--- src/rtl/flash_sts_pkg.sv ---
package flash_sts_pkg;

    typedef enum logic [1:0] {
        MODE_LEVEL = 2'b00,
        MODE_ERASE = 2'b01,
        MODE_PROG  = 2'b10,
        MODE_BOTH  = 2'b11
    } sts_mode_e;

    typedef enum logic [1:0] {
        OP_ERASE = 2'b00,
        OP_PROG  = 2'b01,
        OP_LOCK  = 2'b10,
        OP_RSVD  = 2'b11
    } op_kind_e;

    localparam int unsigned STAT_W       = 8;
    localparam int unsigned STAT_RDY_BIT = 7;
    localparam int unsigned STAT_ES_BIT  = 6;
    localparam int unsigned STAT_PS_BIT  = 2;

    function automatic logic kind_enabled(sts_mode_e mode, op_kind_e kind);
        logic en;
        unique case (kind)
            OP_ERASE: en = mode[0];
            OP_PROG:  en = mode[1];
            default:  en = 1'b0;
        endcase
        return en;
    endfunction

endpackage

--- src/rtl/flash_sts_cfg.sv ---
module flash_sts_cfg
    import flash_sts_pkg::*;
(
    input  logic      clk,
    input  logic      pd_n,
    input  logic      busy,
    input  logic      cfg_we,
    input  sts_mode_e cfg_mode,
    output sts_mode_e mode
);

    typedef struct packed {
        sts_mode_e mode;
        logic      pend;
        sts_mode_e pend_mode;
    } cfg_st_t;

    cfg_st_t st_d, st_q;

    always_comb begin
        st_d = st_q;
        if (cfg_we) begin
            if (busy) begin
                st_d.pend      = 1'b1;
                st_d.pend_mode = cfg_mode;
            end else begin
                st_d.mode = cfg_mode;
                st_d.pend = 1'b0;
            end
        end else if (st_q.pend && !busy) begin
            st_d.mode = st_q.pend_mode;
            st_d.pend = 1'b0;
        end
    end

    always_ff @(posedge clk or negedge pd_n) begin
        if (!pd_n) begin
            st_q <= '{mode: MODE_LEVEL, pend: 1'b0, pend_mode: MODE_LEVEL};
        end else begin
            st_q <= st_d;
        end
    end

    assign mode = st_q.mode;

    // a write while busy leaves the active mode untouched
    p_defer_busy_r10: assert property (@(posedge clk) disable iff (!pd_n)
        (cfg_we && busy) |=> (mode == $past(mode)));

    // a write while ready takes effect at the next edge
    p_idle_write_r3: assert property (@(posedge clk) disable iff (!pd_n)
        (cfg_we && !busy) |=> (mode == $past(cfg_mode)));

endmodule

--- src/rtl/flash_sts_pulse.sv ---
module flash_sts_pulse #(
    parameter int unsigned PULSE_LEN = 2
) (
    input  logic clk,
    input  logic pd_n,
    input  logic clr,
    input  logic evt,
    output logic active_nxt
);

    localparam int unsigned CW = $clog2(PULSE_LEN + 1);

    typedef struct packed {
        logic [CW-1:0] cnt;
    } pls_st_t;

    pls_st_t st_d, st_q;

    always_comb begin
        st_d = st_q;
        if (clr) begin
            st_d.cnt = '0;
        end else if (evt) begin
            st_d.cnt = CW'(PULSE_LEN);
        end else if (st_q.cnt != '0) begin
            st_d.cnt = st_q.cnt - CW'(1);
        end
    end

    always_ff @(posedge clk or negedge pd_n) begin
        if (!pd_n) begin
            st_q <= '{cnt: '0};
        end else begin
            st_q <= st_d;
        end
    end

    assign active_nxt = (st_d.cnt != '0);

    // any enabled event (re)loads the full length
    p_load_full_r6: assert property (@(posedge clk) disable iff (!pd_n)
        (evt && !clr) |=> (st_q.cnt == CW'(PULSE_LEN)));

endmodule

--- src/rtl/flash_sts_stat.sv ---
module flash_sts_stat
    import flash_sts_pkg::*;
(
    input  logic              clk,
    input  logic              pd_n,
    input  logic              busy,
    input  logic              ers_susp,
    input  logic              prg_susp,
    output logic [STAT_W-1:0] stat
);

    typedef struct packed {
        logic rdy;
        logic es;
        logic ps;
    } stat_st_t;

    stat_st_t st_d, st_q;

    always_comb begin
        st_d     = st_q;
        st_d.rdy = !busy;
        if (ers_susp) begin
            st_d.es = 1'b1;
        end else if (busy) begin
            st_d.es = 1'b0;
        end
        if (prg_susp) begin
            st_d.ps = 1'b1;
        end else if (busy) begin
            st_d.ps = 1'b0;
        end
    end

    always_ff @(posedge clk or negedge pd_n) begin
        if (!pd_n) begin
            st_q <= '{rdy: 1'b1, es: 1'b0, ps: 1'b0};
        end else begin
            st_q <= st_d;
        end
    end

    always_comb begin
        stat               = '0;
        stat[STAT_RDY_BIT] = st_q.rdy;
        stat[STAT_ES_BIT]  = st_q.es;
        stat[STAT_PS_BIT]  = st_q.ps;
    end

    // ready bit reflects the busy flag of the previous edge
    p_ready_bit_r7: assert property (@(posedge clk) disable iff (!pd_n)
        1'b1 |=> (stat[STAT_RDY_BIT] == !$past(busy)));

    // erase-suspend flag holds while no resume is seen
    p_es_hold_r8: assert property (@(posedge clk) disable iff (!pd_n)
        (stat[STAT_ES_BIT] && !busy) |=> stat[STAT_ES_BIT]);

endmodule

--- src/rtl/flash_sts_pin.sv ---
module flash_sts_pin
    import flash_sts_pkg::*;
#(
    parameter int unsigned PULSE_LEN = 2
) (
    input  logic              clk,
    input  logic              pd_n,
    input  logic              wsm_busy,
    input  logic              done,
    input  logic [1:0]        done_kind,
    input  logic              ers_susp,
    input  logic              prg_susp,
    input  logic              cfg_we,
    input  logic [1:0]        cfg_mode,
    output logic              sts_pin,
    output logic [STAT_W-1:0] stat
);

    typedef struct packed {
        logic pin;
    } top_st_t;

    top_st_t   st_d, st_q;
    sts_mode_e mode;
    logic      is_level;
    logic      evt;
    logic      pls_active;

    flash_sts_cfg i_cfg (
        .clk      (clk),
        .pd_n     (pd_n),
        .busy     (wsm_busy),
        .cfg_we   (cfg_we),
        .cfg_mode (sts_mode_e'(cfg_mode)),
        .mode     (mode)
    );

    assign is_level = (mode == MODE_LEVEL);
    assign evt      = done && kind_enabled(mode, op_kind_e'(done_kind));

    flash_sts_pulse #(.PULSE_LEN(PULSE_LEN)) i_pulse (
        .clk        (clk),
        .pd_n       (pd_n),
        .clr        (is_level),
        .evt        (evt),
        .active_nxt (pls_active)
    );

    flash_sts_stat i_stat (
        .clk      (clk),
        .pd_n     (pd_n),
        .busy     (wsm_busy),
        .ers_susp (ers_susp),
        .prg_susp (prg_susp),
        .stat     (stat)
    );

    always_comb begin
        st_d = st_q;
        if (is_level) begin
            st_d.pin = !wsm_busy;
        end else begin
            st_d.pin = !pls_active;
        end
    end

    always_ff @(posedge clk or negedge pd_n) begin
        if (!pd_n) begin
            st_q <= '{pin: 1'b1};
        end else begin
            st_q <= st_d;
        end
    end

    assign sts_pin = st_q.pin;

    // level mode follows busy with one register of delay
    p_level_track_r2: assert property (@(posedge clk) disable iff (!pd_n)
        (mode == MODE_LEVEL) |=> (sts_pin == !$past(wsm_busy)));

    // a lock-bit completion never starts a pulse from an idle pin
    p_lock_quiet_r4: assert property (@(posedge clk) disable iff (!pd_n)
        (mode != MODE_LEVEL && sts_pin && done && done_kind == 2'b10 && !pls_active)
        |=> sts_pin);

    // an enabled completion in a pulse mode pulls the pin low next
    p_pulse_low_r5: assert property (@(posedge clk) disable iff (!pd_n)
        (mode != MODE_LEVEL && evt) |=> !sts_pin);

endmodule

--- config.mk ---
export PLATFORM = sky130hd
export DESIGN_NAME = flash_sts_pin
export DESIGN_NICKNAME = d
export VERILOG_FILES = /design/src/rtl/flash_sts_pkg.sv /design/src/rtl/flash_sts_cfg.sv /design/src/rtl/flash_sts_pulse.sv /design/src/rtl/flash_sts_stat.sv /design/src/rtl/flash_sts_pin.sv
export SDC_FILE = /design/constraint.sdc
export NUM_CORES = 1
export LEC_CHECK = 0
export BUFFER_PORTS_ARGS = -buffer_cell sky130_fd_sc_hd__buf_4
export CAP_MARGIN = 20
export CELL_PAD_IN_SITES_DETAIL_PLACEMENT = 1
export CELL_PAD_IN_SITES_GLOBAL_PLACEMENT = 1
export CORE_UTILIZATION = 33
export CTS_CLUSTER_SIZE = 28
export DETAILED_ROUTE_END_ITERATION = 12
export PLACE_DENSITY_LB_ADDON = 0.1
export SLEW_MARGIN = 15
export SYNTH_ARGS = -nofsm -noshare
export SYNTH_HDL_FRONTEND = slang
export SYNTH_SLANG_ARGS = --single-unit
--- constraint.sdc ---
create_clock -name clk -period 1.3 [get_ports clk]
set_input_delay 0.325 -clock clk [delete_from_list [all_inputs] [get_ports clk]]
set_output_delay 0.325 -clock clk [all_outputs]
set_load 0.02 [all_outputs]
# == Yosys cells after proc, flatten, opt, wreduce, memory -nomap -nowiden ==
# Cells that the tools add are included.
# totals
reg_bits,11
latchBits,0
ram_bits,0
romBits,0
in_bits,11
elab_cells,36
memories,0
# op_classes
addsub,1
multipliers,0
n_div,0
order_cmp,0
eq_ne,2
n_shift,0
mux,12
n_bitwise,0
reduce_logical,13
# op_table
operator,n
nonzero test 2 bit,5
two-way mux 2 bit,4
two-way mux 3 bit,2
two-way mux 1 bit,5
zero test 2 bit,2
AND reduction 2 bit,2
"== test 2 x 1 -> 1 bit, second input constant",1
logical AND 1 bit,2
zero test 1 bit,2
"!= test 2 bit, second input constant",1
one-hot mux 1 bit (2 select lines),1
"subtractor 2 x 1 -> 2 bit, second input constant",1

# == Depth between registers and ports, before layout ==
# Gate-level depths: netlist of run 1.
# depth
depth_word,8
depth_mapped,2
ltp_nobuf,2

# == Modules after synthesis ==
# A second synthesis of run 1 with hierarchy kept.
# hier_totals
cells_unflattened,41
area_unflattened_um2,518.0
# by_module_without_submodules
mod,n_inst,cells_per_inst,area_per_inst_um2,seq_area_each_um2
flash_sts_cfg,1,17,235.2,125.1
flash_sts_stat,1,12,136.4,76.3
flash_sts_pulse,1,7,81.3,50.0
flash_sts_pin,1,5,65.1,26.3

# == Worst setup path after synthesis of run 1 ==
# Ideal clock, no wire load.
# synth_path
kind,register -> register
startpoint,reg i_cfg.st_q (netlist bit i_cfg.mode[0])
endpoint,reg st_q (netlist: sts_pin)
setup_ps,81
t_arrival_ps,885
required_time_ps,1219
slack_ps,334
path_stages_with_launch,3
n_path_buf,0
path_cell_list,dfrtp_1 or2_2 o221a_1
# synth_between
elab_chain_cells,7
# synth_rtl
item,line,text
start: declaration,flash_sts_cfg.sv:18,"cfg_st_t st_d, st_q;"
start signal: assignment,flash_sts_cfg.sv:38,"st_q <= '{mode: MODE_LEVEL, pend: 1'b0, pend_mode: MODE_LEVEL};"
start signal: assignment,flash_sts_cfg.sv:40,st_q <= st_d;
one-hot mux 1 bit (2 select lines),flash_sts_pkg.sv:24,unique case (kind)
logical AND 1 bit,flash_sts_pin.sv:39,"assign evt = done && kind_enabled(mode, op_kind_e'(done_kind));"
two-way mux 2 bit,flash_sts_pulse.sv:23,end else if (evt) begin
two-way mux 2 bit,flash_sts_pulse.sv:21,if (clr) begin
nonzero test 2 bit,flash_sts_pulse.sv:38,assign active_nxt = (st_d.cnt != '0);
zero test 1 bit,flash_sts_pin.sv:63,st_d.pin = !pls_active;
two-way mux 1 bit (*),flash_sts_pin.sv:60,if (is_level) begin
via st_d,flash_sts_pin.sv:23,"top_st_t st_d, st_q;"
end signal: assignment,flash_sts_pin.sv:69,st_q <= '{pin: 1'b1};
end signal: assignment,flash_sts_pin.sv:71,st_q <= st_d;
end: declaration,flash_sts_pin.sv:23,
# The timed path passes the listed nets; every way through them passes the cells marked *.
# A chain may end at the register's enable or synchronous reset.

# == Final worst setup path of run 1 ==
# layout_path
startpoint,reg st_q (netlist: sts_pin)
endpoint,out sts_pin
# layout_rtl
item,line,text
end: declaration,flash_sts_pin.sv:15,"output logic sts_pin,"
# No word-level cell between the ends.

==> results.yml, run 1 <==
synth:
  ys_types: 20
  synth_common_cells: "dfrtp_1 (9), buf_4 (5), inv_1 (4)"
  syn_area_um2: 497
  avgSynthCellArea_um2: 11.8
  synth_top_area_cell: "dfrtp_1"
  ys_ff_latch: 11
  synthCells: 42
  synth.most_common_cell: "dfrtp_1"
  yosysSeqAreaShare_pct: 55.9
  synth_enable_flop_cells: 0
  ys_warn_count: 0
  yosys.area.top_type_share_pct: 45.3
  ys_async_sr_fraction_pct: 100
  synthTopCellsByArea: "dfrtp_1 (45%), dfstp_2 (11%), buf_4 (7.6%)"
  synth_flop_cell: "dfrtp_1"
critical_path:
  path_buf_inv: 1
  slowest_stage: "dfstp_2"
  path_cells: "buf_4"
  r2r_cells: 2
  critPathKind: "reg -> out"
  crit_cells: 1
  crit_fanout: 1
  critPathRequiredTime_ps: 980
  crit_family: "flip-flops"
  end_kind: "output pin"
  arrival_ps: 910
  cpPeakStageDelay_ps: 520
  startpoint_type: "register"
final_layout:
  final_cells: 75
  antenna_cells: 0
  drive_gt1_share_pct: 35.0
  nets: 72
  area_growth_pct: 27.7
  fin_util_pct: 47.0
  design_area_um2: 634
power:
  vdd_drop_max_mv: 0.424
  leakage_nw: 0.302
  cellPowerDensity_nw_per_um2: 1240
routing:
  wl_per_cell_um: 13.1
  first_iter_violations: 4
  drc_errors: 0
  drt-total-wl_um: 986
  vias_per_cell: 4.89
  antenna_left: 0
  firstDrtPassIters: 4
  vias: 367
sta:
  min_period_ps: 1240
  period_share_pct: 95.3
  timing.fmax_ghz: 0.807
  finalHoldViolCount: 0
  rsz0062_at_grt: "no"
  fin_skew_ps: 2.77
  layout_setup_ws_ps: 61.5
  setup_viol: 0
  fin_setup_tns_ps: 0
  maxSlewViolCount: 0
cts:
  ctsHoldBuffers: 1
  cts_tree: "built"
  clock_path_buffers: 2
  clk_pin_slew_ps: 70
  post_cts_buffers: 0
  clk_latency_ps: 260
  cts_made_buffers: 3
  cts.repair.resized: 0
  cts-root-buf: "clkbuf_4"
  clock-sinks: 11
  htreeDepth: 1
die:
  core_area_um2: 1350
  io_pins: 20
  start_util_pct: 36.8
  rows: 13
  die_w_um: 40.8
  die_h_um: 40.8
  dieArea_um2: 1660
global_routing:
  overflow: 0
  grt_pass1_wl_um: 1410
  grt_pass1_vias: 352
  grt_antenna_before_repair: 0
  grt_max_degree: 12
  grt_use_total_pct: 13.3
worst_hold_path:
  hold_depth: 2
  hp-class: "in -> reg"
outcome:
  status: "completed"
flow_run:
  maxCapViolations: 0
placement:
  place_area_um2: 598
  dp_slack_ps: 211
  dp.cells: 70
  numPortBuffers: 14
  gp_congestion: 0.684
## power breakdown
group / switching [mW] / internal (mW) / total, mW
registers: 0.0226 / 0.386 / 0.408
logic: 0.0790 / 0.0704 / 0.149
clock network: 0.108 / 0.118 / 0.226
total: 0.210 / 0.574 / 0.784
## layout by cell type, fill, tap and decap left out, types with 2 or more instances in the layout
cell type,netlist,layout
buf_4,5,14
inv_1,4,4
dfstp_2,2,2
nor3b_1,2,2
mux2_1,2,2
conb_1,1,5
a21o_1,2,2
nor2_1,2,2
a211oi_1,2,2
dfrtp_1,9,9
clkbuf_4,0,3
nor4b_1,2,2
## area by class of cell
class | count | area, µm²
repair buffers | 15 | 115
inverters | 4 | 15.0
clock buffers | 4 | 26.3
well taps | 15 | 18.8
multi-input cells | 26 | 181
flip-flops and latches | 11 | 278
fillers | 156 | 716
## metal layers
metal  share of wire, %  routed length [µm]  GRT usage (%)  vias up
met5                  0                   0              0        -
met3                8.9                  88           3.26        0
met4                  0                   0           5.00        0
met2                 52                 514           26.2       18
met1                 39                 382           13.0      177
li1                   -                   -              -      172
## cells by family after synthesis
group	share of synthesized area, %
flops	55.9
compound gates	14.4
mux	6.55
other cells	0.755
simple gates	11.8
buf+inv	10.6
## sequential cells by signal, indices dropped and copies added (netlist names)
name and cells:
sts_pin 1, i_stat.stat 3, i_cfg.mode 2, i_pulse.st_q 2
i_cfg.st_q 3
## worst paths after layout
| check | startpoint | to | slack, ps |
|---|---|---|---|
| setup reg to reg | i_cfg.mode[0]$_DFFE_PN0P_ | sts_pin$_DFF_PN1_ | 280 |
| min in group asynchronous | pd_n | i_pulse.st_q[0]$_DFF_PN0_ | 430 |
| max in group asynchronous | pd_n | i_stat.stat[7]$_DFF_PN1_ | 650 |
| setup / recovery | sts_pin$_DFF_PN1_ | sts_pin | 60 |
| hold / removal | ers_susp | i_stat.stat[6]$_DFFE_PN0P_ | 240 |
| hold reg to reg | i_stat.stat[6]$_DFFE_PN0P_ | i_stat.stat[6]$_DFFE_PN0P_ | 480 |
## per-stage QoR
stage	total power, mW	hold slack (ps)
6_report	0.784	242
4_1_cts	0.804	238
3_5_place_dp	0.566	168
3_3_place_gp	0.552	160
2_1_floorplan	0.503	29.4
5_1_grt	0.837	240
Power figures use the tool's default switching activity.
==> run 2: changes to the inputs <==
BUFFER_PORTS_ARGS = not set   (was -buffer_cell sky130_fd_sc_hd__buf_4)
CORE_AREA = 2 2 39 41   (was not set)
CORE_UTILIZATION = not set   (was 33)
DIE_AREA = 0 0 41 43   (was not set)
DONT_BUFFER_PORTS = 1   (was not set)
==> run 2 against run 1 <==
  * Cell area down 16%
  * Core utilization is 8.7 points lower
  * Count of clock-buffer cells in the layout did not move
  * Worst hold slack lost 80 ps
  * Highest routed layer unchanged
  * Critical path type unchanged
==> results.yml, run 2 (synthesis results as in run 1) <==
cts:
  clk_pin_slew_ps: 70
  cts.repair.resized: 0
  clk_latency_ps: 260
  post_cts_buffers: 0
  clock_path_buffers: 2
  ctsHoldBuffers: 1
  cts_made_buffers: 3
  htreeDepth: 1
  cts-root-buf: "clkbuf_4"
  cts_tree: "built"
  clock-sinks: 11
outcome:
  status: "completed"
final_layout:
  final_common_cell: "dfrtp_1"
  antenna_cells: 0
  fillers: 160
  area_growth_pct: 6.80
  drive_gt1_share_pct: 15.2
  fin_util_pct: 38.3
  final_cell_mix: "dfrtp_1 (9), conb_1 (5), inv_1 (4)"
  nets: 58
routing:
  wl_per_cell_um: 14.8
  antenna_left: 0
  first_iter_violations: 0
  vias_per_cell: 5.00
  drt-total-wl_um: 916
  drc_errors: 0
  firstDrtPassIters: 1
  vias: 310
die:
  die_w_um: 41
  io_pins: 20
  rows: 14
  dieArea_um2: 1760
  die_h_um: 43
  core_area_um2: 1380
  start_util_pct: 35.9
placement:
  dp_hpwl_um: 705
  numPortBuffers: 0
  gp_congestion: 0.653
  dp_slack_ps: 283
power:
  vdd_drop_max_mv: 0.465
  leakage_nw: 0.235
  cellPowerDensity_nw_per_um2: 1390
sta:
  fin_skew_ps: 6.91
  timing.fmax_ghz: 0.854
  rsz0062_at_grt: "no"
  layout_setup_ws_ps: 128
  period_share_pct: 90.1
  maxSlewViolCount: 0
  finalHoldViolCount: 0
  min_period_ps: 1170
  fin_setup_tns_ps: 0
  setup_viol: 0
critical_path:
  end_kind: "output pin"
  startpoint_type: "register"
  critPathKind: "reg -> out"
  arrival_ps: 850
  crit_fanout: 1
  critPathRequiredTime_ps: 980
worst_hold_path:
  hp-class: "in -> reg"
global_routing:
  grt_use_total_pct: 12.9
  grt_max_degree: 12
  grt_pass1_vias: 335
  grt_pass1_wl_um: 1400
  grt_antenna_before_repair: 0
  overflow: 0
flow_run:
  maxCapViolations: 0
-- run 2: cell count changes in the layout (fill, tap and decap cells not counted) --
cell   before  now
buf_4      14    0
-- run 2: cell type report --
| class | instances | area (µm²) | share of cell area, % |
|---|---|---|---|
| Tap cell | 16 | 20.0 | 3.77 |
| Multi-Input combinational cell | 26 | 181 | 34.2 |
| Sequential cell | 11 | 278 | 52.4 |
| Inverter | 4 | 15.0 | 2.83 |
| Clock buffer | 4 | 26.3 | 4.95 |
| Timing Repair Buffer | 1 | 10.0 | 1.89 |
-- run 2: worst paths after layout --
kind                                            from                    endpoint  slack (ps)  depth (start not counted)
max                         i_stat.stat[7]$_DFF_PN1_                     stat[7]         130                          0
max in group asynchronous                       pd_n    i_stat.stat[7]$_DFF_PN1_         490                          1
max reg2reg                i_cfg.mode[0]$_DFFE_PN0P_           sts_pin$_DFF_PN1_         280                          2
min                                         ers_susp  i_stat.stat[6]$_DFFE_PN0P_         160                          1
min reg2reg                i_cfg.st_q[1]$_DFFE_PN0P_   i_cfg.st_q[1]$_DFFE_PN0P_         500                          1
min in group asynchronous                       pd_n   i_pulse.st_q[1]$_DFF_PN0_         460                          1
-- run 2: where the power goes --
group / internal [mW] / leakage [nW] / switching, mW / total [mW]
Sequential: 0.387 / 0.127 / 0.0377 / 0.424
Clock: 0.118 / 0.0150 / 0.107 / 0.225
Combinational: 0.0374 / 0.0931 / 0.0492 / 0.0866
Total: 0.542 / 0.235 / 0.194 / 0.736
-- run 2: stage by stage --
stage                     instances  cell area, µm²  hold slack (ps)  power (mW)
final                            62             531              163       0.736
after global routing             62             531              134       0.798
after CTS                        62             531              153       0.752
after detailed placement         57             494             29.7       0.509
after global placement           57             494             29.7       0.502
after floorplan                  46             512             29.4       0.503
-- run 2: layer usage --
| layer | up-vias | part of all wire (%) | global-route usage (%) | routed length (µm) |
|---|---|---|---|---|
| met3 | 0 | 6.4 | 7.85 | 59 |
| li1 | 145 | - | - | - |
| met1 | 151 | 38 | 12.2 | 348 |
| met4 | 0 | 0 | 8.00 | 0 |
| met5 | - | 0 | 0 | 0 |
| met2 | 14 | 56 | 19.7 | 509 |
